[src/rtl/irq_prio_pkg.sv]
package irq_prio_pkg;
  localparam int N_INT = 3;
  localparam int SRC_PFAIL = 0;
  localparam int SRC_TRAP  = 1;
  localparam int SRC_CERR  = 2;

  typedef enum logic [1:0] {
    KIND_NONE = 2'd0,
    KIND_INT  = 2'd1,
    KIND_EXT  = 2'd2
  } pick_kind_e;
endpackage

[src/rtl/irq_pending_reg.sv]
module irq_pending_reg
  import irq_prio_pkg::*;
#(
  parameter int N_EXT = 8
) (
  input  logic             clk,
  input  logic             rst_n,
  input  logic [N_INT-1:0] int_req,
  input  logic [N_INT-1:0] int_take,
  input  logic [N_EXT-1:0] ext_req,
  input  logic [N_EXT-1:0] ext_clr,
  output logic [N_INT-1:0] pend_int,
  output logic [N_EXT-1:0] pend_ext
);
  // Sticky capture: a level sets the bit, only an explicit clear removes it.
  // The clear is applied after the capture, so it wins in a shared cycle.
  for (genvar g = 0; g < N_EXT; g++) begin : g_ext
    always_ff @(posedge clk or negedge rst_n) begin
      if (!rst_n) pend_ext[g] <= 1'b0;
      else        pend_ext[g] <= (pend_ext[g] | ext_req[g]) & ~ext_clr[g];
    end
  end

  for (genvar k = 0; k < N_INT; k++) begin : g_int
    always_ff @(posedge clk or negedge rst_n) begin
      if (!rst_n) pend_int[k] <= 1'b0;
      else        pend_int[k] <= (pend_int[k] | int_req[k]) & ~int_take[k];
    end
  end
endmodule

[src/rtl/irq_mask_reg.sv]
module irq_mask_reg #(
  parameter int N_EXT = 8
) (
  input  logic             clk,
  input  logic             rst_n,
  input  logic             mask_ld,
  input  logic             mask_xchg,
  input  logic [N_EXT-1:0] mask_wdata,
  output logic [N_EXT-1:0] mask_q,
  output logic [N_EXT-1:0] mask_old
);
  always_ff @(posedge clk or negedge rst_n) begin
    if (!rst_n) begin
      mask_q   <= '0;
      mask_old <= '0;
    end else if (mask_xchg) begin
      mask_old <= mask_q;
      mask_q   <= mask_wdata;
    end else if (mask_ld) begin
      mask_q   <= mask_wdata;
    end
  end
endmodule

[src/rtl/irq_block_ctrl.sv]
module irq_block_ctrl #(
  parameter int N_EXT = 8,
  parameter int LW    = 3
) (
  input  logic             clk,
  input  logic             rst_n,
  input  logic             blk_set,
  input  logic             blk_clr,
  input  logic             ext_take,
  input  logic [LW-1:0]    take_line,
  output logic             blk_q,
  output logic [LW-1:0]    serv_lvl,
  output logic [N_EXT-1:0] allow
);
  always_ff @(posedge clk or negedge rst_n) begin
    if (!rst_n) begin
      blk_q    <= 1'b0;
      serv_lvl <= '0;
    end else begin
      blk_q <= (blk_q & ~blk_clr) | blk_set | ext_take;
      if (blk_set)       serv_lvl <= '0;
      else if (ext_take) serv_lvl <= take_line;
    end
  end

  // While blocked, a line passes only if it outranks the recorded level.
  for (genvar g = 0; g < N_EXT; g++) begin : g_allow
    assign allow[g] = !blk_q || (LW'(g) < serv_lvl);
  end
endmodule

[src/rtl/irq_arbiter.sv]
module irq_arbiter
  import irq_prio_pkg::*;
#(
  parameter int          N_EXT     = 8,
  parameter int          LW        = 3,
  parameter int          VEC_W     = 15,
  parameter int unsigned EXT_BASE  = 64,
  parameter int unsigned VEC_PFAIL = 16,
  parameter int unsigned VEC_TRAP  = 17,
  parameter int unsigned VEC_CERR  = 18
) (
  input  logic [N_INT-1:0] pend_int,
  input  logic [N_EXT-1:0] elig_ext,
  output pick_kind_e       kind,
  output logic [LW-1:0]    line,
  output logic [VEC_W-1:0] vec
);
  localparam logic [N_INT*VEC_W-1:0] INT_VECS =
    {VEC_W'(VEC_CERR), VEC_W'(VEC_TRAP), VEC_W'(VEC_PFAIL)};
  localparam logic [VEC_W-1:0] BASE = VEC_W'(EXT_BASE);

  // Scan from the lowest priority upward so the last hit is the winner;
  // the internal scan runs second and overrides any external pick.
  always_comb begin
    kind = KIND_NONE;
    line = '0;
    vec  = '0;
    for (int i = N_EXT - 1; i >= 0; i--) begin
      if (elig_ext[i]) begin
        kind = KIND_EXT;
        line = LW'(i);
        vec  = BASE + VEC_W'(i);
      end
    end
    for (int k = N_INT - 1; k >= 0; k--) begin
      if (pend_int[k]) begin
        kind = KIND_INT;
        line = LW'(k);
        vec  = INT_VECS[k*VEC_W +: VEC_W];
      end
    end
  end
endmodule

[src/rtl/irq_prio_ctrl.sv]
module irq_prio_ctrl
  import irq_prio_pkg::*;
#(
  parameter int          N_EXT     = 8,
  parameter int          VEC_W     = 15,
  parameter int unsigned EXT_BASE  = 64,
  parameter int unsigned VEC_PFAIL = 16,
  parameter int unsigned VEC_TRAP  = 17,
  parameter int unsigned VEC_CERR  = 18,
  localparam int         LW        = ($clog2(N_EXT) < 2) ? 2 : $clog2(N_EXT)
) (
  input  logic             clk,
  input  logic             rst_n,
  input  logic [2:0]       int_req,
  input  logic [N_EXT-1:0] ext_req,
  input  logic [N_EXT-1:0] ext_clr,
  input  logic             mask_ld,
  input  logic             mask_xchg,
  input  logic [N_EXT-1:0] mask_wdata,
  output logic [N_EXT-1:0] mask_old,
  input  logic             blk_set,
  input  logic             blk_clr,
  output logic             irq_valid,
  input  logic             irq_ready,
  output logic [VEC_W-1:0] irq_vec,
  output logic             ack_valid,
  output logic             ack_int,
  output logic [LW-1:0]    ack_line
);
  logic [N_INT-1:0] pend_int;
  logic [N_EXT-1:0] pend_ext;
  logic [N_EXT-1:0] mask_q;
  logic [N_EXT-1:0] allow;
  logic [N_EXT-1:0] elig_ext;
  logic             blk_q;
  logic [LW-1:0]    serv_lvl;
  pick_kind_e       sel_kind;
  logic [LW-1:0]    sel_line;
  logic             accept;
  logic             ext_take;
  logic [N_INT-1:0] int_take;

  irq_pending_reg #(.N_EXT(N_EXT)) u_pend (
    .clk      (clk),
    .rst_n    (rst_n),
    .int_req  (int_req),
    .int_take (int_take),
    .ext_req  (ext_req),
    .ext_clr  (ext_clr),
    .pend_int (pend_int),
    .pend_ext (pend_ext)
  );

  irq_mask_reg #(.N_EXT(N_EXT)) u_mask (
    .clk        (clk),
    .rst_n      (rst_n),
    .mask_ld    (mask_ld),
    .mask_xchg  (mask_xchg),
    .mask_wdata (mask_wdata),
    .mask_q     (mask_q),
    .mask_old   (mask_old)
  );

  irq_block_ctrl #(.N_EXT(N_EXT), .LW(LW)) u_blk (
    .clk       (clk),
    .rst_n     (rst_n),
    .blk_set   (blk_set),
    .blk_clr   (blk_clr),
    .ext_take  (ext_take),
    .take_line (sel_line),
    .blk_q     (blk_q),
    .serv_lvl  (serv_lvl),
    .allow     (allow)
  );

  assign elig_ext = pend_ext & mask_q & allow;

  irq_arbiter #(
    .N_EXT(N_EXT), .LW(LW), .VEC_W(VEC_W), .EXT_BASE(EXT_BASE),
    .VEC_PFAIL(VEC_PFAIL), .VEC_TRAP(VEC_TRAP), .VEC_CERR(VEC_CERR)
  ) u_arb (
    .pend_int (pend_int),
    .elig_ext (elig_ext),
    .kind     (sel_kind),
    .line     (sel_line),
    .vec      (irq_vec)
  );

  assign irq_valid = (sel_kind != KIND_NONE);
  assign accept    = irq_valid & irq_ready;
  assign ext_take  = accept && (sel_kind == KIND_EXT);
  assign int_take  = (accept && (sel_kind == KIND_INT)) ? (N_INT'(1) << sel_line) : '0;

  always_ff @(posedge clk or negedge rst_n) begin
    if (!rst_n) begin
      ack_valid <= 1'b0;
      ack_int   <= 1'b0;
      ack_line  <= '0;
    end else begin
      ack_valid <= accept;
      if (accept) begin
        ack_int  <= (sel_kind == KIND_INT);
        ack_line <= sel_line;
      end
    end
  end
endmodule

[config.mk]
export PLATFORM = sky130hd
export DESIGN_NAME = irq_prio_ctrl
export DESIGN_NICKNAME = d
export VERILOG_FILES = /design/src/rtl/irq_prio_pkg.sv /design/src/rtl/irq_pending_reg.sv /design/src/rtl/irq_mask_reg.sv /design/src/rtl/irq_block_ctrl.sv /design/src/rtl/irq_arbiter.sv /design/src/rtl/irq_prio_ctrl.sv
export SDC_FILE = /design/constraint.sdc
export NUM_CORES = 1
export LEC_CHECK = 0
export BUFFER_PORTS_ARGS = -buffer_cell sky130_fd_sc_hd__buf_2
export CORE_ASPECT_RATIO = 2
export CORE_MARGIN = 4
export CORE_UTILIZATION = 40
export CTS_CLUSTER_SIZE = 16
export DETAILED_ROUTE_END_ITERATION = 10
export PLACE_DENSITY = 0.73
export SETUP_SLACK_MARGIN = 0.02
export SKIP_LAST_GASP = 1
export SLEW_MARGIN = 20
export SYNTH_ARGS = -nofsm -noshare
export SYNTH_HDL_FRONTEND = slang
export SYNTH_SLANG_ARGS = --single-unit
[constraint.sdc]
create_clock -name clk -period 3.1 [get_ports clk]
set_input_delay 0.465 -clock clk [delete_from_list [all_inputs] [get_ports clk]]
set_output_delay 0.465 -clock clk [all_outputs]
set_load 0.1 [all_outputs]
Word-level counts from Yosys, hierarchy flattened
Index checks and enable logic that the tools add are counted.

word-level totals
  register bits after elaboration = 36
  input port bits = 34
  output and inout bits = 29
  logic and storage cells = 121

cells by class
  order comparisons = 8
  equality and inequality tests = 2
  shifts and indexed selects = 1
  muxes and demuxes = 38
  bitwise gates (word level) = 40
  reductions and logical operators = 14

operators by type and width
  kind                   number
  $mux W7                11
  $mux W3                14
  $mux W2                11
  $and A8 B8 Y8          2
  $mux W8                2
  $and A1 B1 Y1          13
  $or A1 B1 Y1           13
  $lt A3 B3 Y1 const A   4
  $not A1 Y1             12
  $logic_or A1 B1 Y1     8
  $lt A1 B3 Y1 const A   2
  $lt A2 B3 Y1 const A   2
  $reduce_bool A2 Y1     3
  $shl A1 B3 Y3 const A  1
  $eq A2 B1 Y1 const B   1
  $eq A2 B2 Y1 const B   1
  $logic_and A1 B1 Y1    2
  $logic_not A1 Y1       1

Depth between registers and ports, before layout
  depth after elaboration = 20
  depth in mapped cells = 7

Modules after synthesis
A second synthesis with hierarchy kept.

unflattened totals
  cells, all modules = 143
  area, all modules = 1720.4 sq um

by module, submodules not included
  module           instances  cells each  area each (sq um)
  irq_mask_reg     1          34          611.8
  irq_pending_reg  1          22          385.4
  irq_prio_ctrl    1          27          276.5
  irq_arbiter      1          37          232.7
  irq_block_ctrl   1          23          214.0

Worst setup path after synthesis
Ideal clock, no wire load.

  path kind = reg-to-output
  start = register u_pend.pend_int[1]
  end = output port irq_vec[6]
  arrival = 3054 ps
  data required time = 2635 ps
  slack = -419 ps
  stages on the path, launching flop included = 4
  path through = dfrtp_1 -> nor3_1 -> inv_1 -> a21oi_1

on the way
  word-level cells in the longest chain between the ends = 2

ends and longest elaborated chain
  what                               line                   RTL
  from (decl)                        irq_pending_reg.sv:12  output logic [N_INT-1:0] pend_int,
  from (signal, indexed assignment)  irq_pending_reg.sv:27  else pend_int[k] <= (pend_int[k] | int_req[k]) & ~int_take[k];
  $mux W7 (2 in series)              irq_arbiter.sv:36      if (pend_int[k]) begin
  to (decl)                          irq_prio_ctrl.sv:25    output logic [VEC_W-1:0] irq_vec,

Every way passes these cells.

Final worst setup path
  start = register u_blk.serv_lvl[1]
  end = output port irq_vec[1]

on the way
  word-level cells in the longest chain between the ends = 14
  elaborated cells on any way between the ends = 28
  those cells by class = order compare (8); mux (11); bitwise (1); reduce/logical (8)

ends and longest elaborated chain
  what                     line                  RTL
  from (decl)              irq_block_ctrl.sv:12  output logic [LW-1:0] serv_lvl,
  from (signal assigned)   irq_block_ctrl.sv:22  else if (ext_take) serv_lvl <= take_line;
  $lt A3 B3 Y1             irq_block_ctrl.sv:28  assign allow[g] = !blk_q || (LW'(g) < serv_lvl);
  $logic_or A1 B1 Y1       irq_block_ctrl.sv:28
  $and A8 B8 Y8 *          irq_prio_ctrl.sv:76   assign elig_ext = pend_ext & mask_q & allow;
  $mux W7 (7 in series)    irq_arbiter.sv:29     if (elig_ext[i]) begin
  $mux W7 *                irq_arbiter.sv:29
  $mux W7 * (3 in series)  irq_arbiter.sv:36

Every way passes the cells marked *; elsewhere a longest branch is shown, timed or not.

==> impl_metrics.ini <==
[run_status]
status = completed

[setup_path]
cp_slowest_cell = buf_2
cpPeakStageDelay_ns = 0.50
path_cells = nand2_2 -> o32ai_2 -> nand3_2 -> a2111oi_4 -> buf_2
critPathMaxFanout = 6
cp-start-kind = flip-flop
cp_top_family = compound AO/OA/AOI/OAI gates
critPathCaptureType = output port
critical_path_buf_inv_count = 1
worst-setup-path-type = reg -> out
worstPathRequired_ns = 2.63
cp_data_arrival_time_ns = 2.30

[logic_synthesis]
synth_most_common_cell = dfrtp_1
synthArstFlopShare_pct = 100
yosys.area.top_type_share_pct = 52.7
synth_commonest_cells = dfrtp_1, nor2_1, mux2_2, buf_4, nand2_1
yosys_warnings = 0
synth_edf_count = 0
ys_top_cells_by_area = dfrtp_1, mux2_2, nor2_1
syn-cell-area_um2 = 1710
synth_cells = 148
yosys.area.top_type = dfrtp_1
synth_area_per_cell_um2 = 11.5
synth_cell_types = 41
ys_seq_elements = 36
synthFlopType = dfrtp_1
seq_area_frac_synth_pct = 52.7

[clock_tree]
cts_buffers = 5
ctsResizeCount = 0
cts_hold_buffers = 0
post_cts_buffers = 0
htreeDepth = 2
clockBufferDepth = 2
cts_root_buf = clkbuf_8
clock_sinks = 36
path_clk_slew_ns = 0.07
cts_tree = done
insertion_delay_ns = 0.28

[drt]
routed_via_density = 5.01
first_pass_iters = 3
drt-initial-drc-count = 8
totalWireLength_mm = 3.63
drc_errors = 0
drtAntennaViolNets = 0
wl_per_cell_um = 14.2
via_count = 1283

[global_route]
grt_pass1_wl_mm = 6.02
grt_max_degree = 37
grt-ovfl-total = 0
grt_pass1_vias = 1316
antenna_found_initial = 0
grt_usage_pct = 15.3

[placement]
dp_hpwl_mm = 2.87
port_buffers = 52
post-place-ws_ns = 0.677
dpl-instance-area_um2 = 1980
gp_congestion = 0.829

[sta]
fin_tns_setup_ns = 0
tightest_slew_ns = 0.794
hold_viol_final = 0
max_freq_mhz = 362
setup_viol = 0
fin_worst_skew_ns = 0.00645
finalCritPeriodShare_pct = 89.2
rsz0062_at_grt = no
slew_viol_final = 0
slew_headroom_pct = 47.1
fin_ws_ns = 0.336
min_period_ns = 2.76
fin_hold_ws_ns = 0.259

[cells_and_area]
drive_gt1_share_pct = 44.1
fillers = 404
multiInputGateArea_um2 = 724
fin_nets = 237
final_util_pct = 50.5
regArea_um2 = 901
antenna_cells = 0
final_cell_area_um2 = 2080
area_growth_pct = 22.1

[power]
p_per_area_nw_per_um2 = 674
ir_drop_v = 0.000365
leakagePower_nw = 0.977

[floorplan]
dieArea_um2 = 5440
io_pins = 63
rows = 33
chipHeight_um = 100
coreArea_um2 = 4130
die_w_um = 54.2
initial_core_util_pct = 41.4

[flow_run]
max_cap_viol_count = 0

[worst_hold_path]
hp-class = in -> async
-- cells by family after synthesis --
family                 synth area share, %
AO/OA/AOI/OAI                         12.5
buffers and inverters                 7.03
flip-flops                            52.7
multiplexers                          12.9
other                                0.220
AND/OR/NAND/NOR                       14.7
-- placed cells by master (no fill, tap or decap), types with 2 or more instances in the layout --
| cell | Yosys | layout |
|---|---|---|
| nand2b_1 | 2 | 2 |
| dfrtp_1 | 36 | 36 |
| nand2_1 | 8 | 8 |
| nor2_1 | 22 | 22 |
| inv_1 | 6 | 6 |
| clkbuf_8 | 0 | 5 |
| a31oi_1 | 2 | 2 |
| a21oi_2 | 1 | 2 |
| o21ai_0 | 5 | 5 |
| nand3_2 | 2 | 2 |
| mux2_2 | 16 | 16 |
| buf_2 | 0 | 52 |
| a21oi_1 | 7 | 6 |
| conb_1 | 1 | 10 |
| mux2_4 | 2 | 2 |
-- through the flow --
step	cells	power, mW
after floorplan	157	0.943
after global placement	248	1.01
after detailed placement	248	1.02
after CTS	256	1.42
after global routing	256	1.47
final	256	1.40
-- path summary, 6_finish.rpt --
check | start | to | slack (ns) | cells after the start
max reg2reg | u_blk.serv_lvl[1] | u_blk.serv_lvl[1] | 1.14 | 6
max | u_blk.serv_lvl[1] | irq_vec[1] | 0.34 | 5
min | rst_n | ack_valid | 0.26 | 1
max in group asynchronous | rst_n | u_mask.mask_q[6] | 2.33 | 1
min in group clk | ext_clr[1] | u_pend.pend_ext[1] | 0.32 | 2
min reg2reg | u_pend.pend_ext[4] | u_pend.pend_ext[4] | 0.49 | 2
-- area by class of cell --
cell class / count / area share (%)
clock buffer: 6 / 3.48
clock inverter: 2 / 1.68
inverter: 7 / 1.26
multi-input combinational: 101 / 34.8
sequential: 36 / 43.2
tap: 52 / 3.12
timing repair buffer: 52 / 12.5
-- routing by layer --
| metal | share of wire [%] | GRT usage [%] | vias up |
|---|---|---|---|
| met2 | 58 | 27.1 | 45 |
| met3 | 5.5 | 2.82 | 9 |
| met5 | 0 | 0 | - |
| met1 | 33 | 15.5 | 626 |
| li1 | - | - | 603 |
| met4 | 3.5 | 9.02 | 0 |
-- worst reg2reg max path, stage by stage (launching register included) --
cell and delay (ns):
dfrtp_1 0.47, nand2_2 0.10, a31oi_1 0.33, and4b_1 0.34, a21oi_2 0.29, mux2i_1 0.26, nor2_1 0.06
-- sequential cells by signal, indices dropped and copies added (netlist names) --
signal and cells:
u_mask.mask_q 8, u_pend.pend_ext 8, ack_line 3, u_blk.blk_q 1, u_pend.pend_int 3, ack_int 1
u_mask.mask_old 8, u_blk.serv_lvl 3, ack_valid 1
-- power by group --
part	switching (mW)	internal (mW)	total, mW
clock network	0.162	0.239	0.401
logic	0.357	0.0911	0.448
registers	0.0389	0.517	0.556
total	0.558	0.846	1.40
Note: power is estimated with default switching activity, not from simulation.
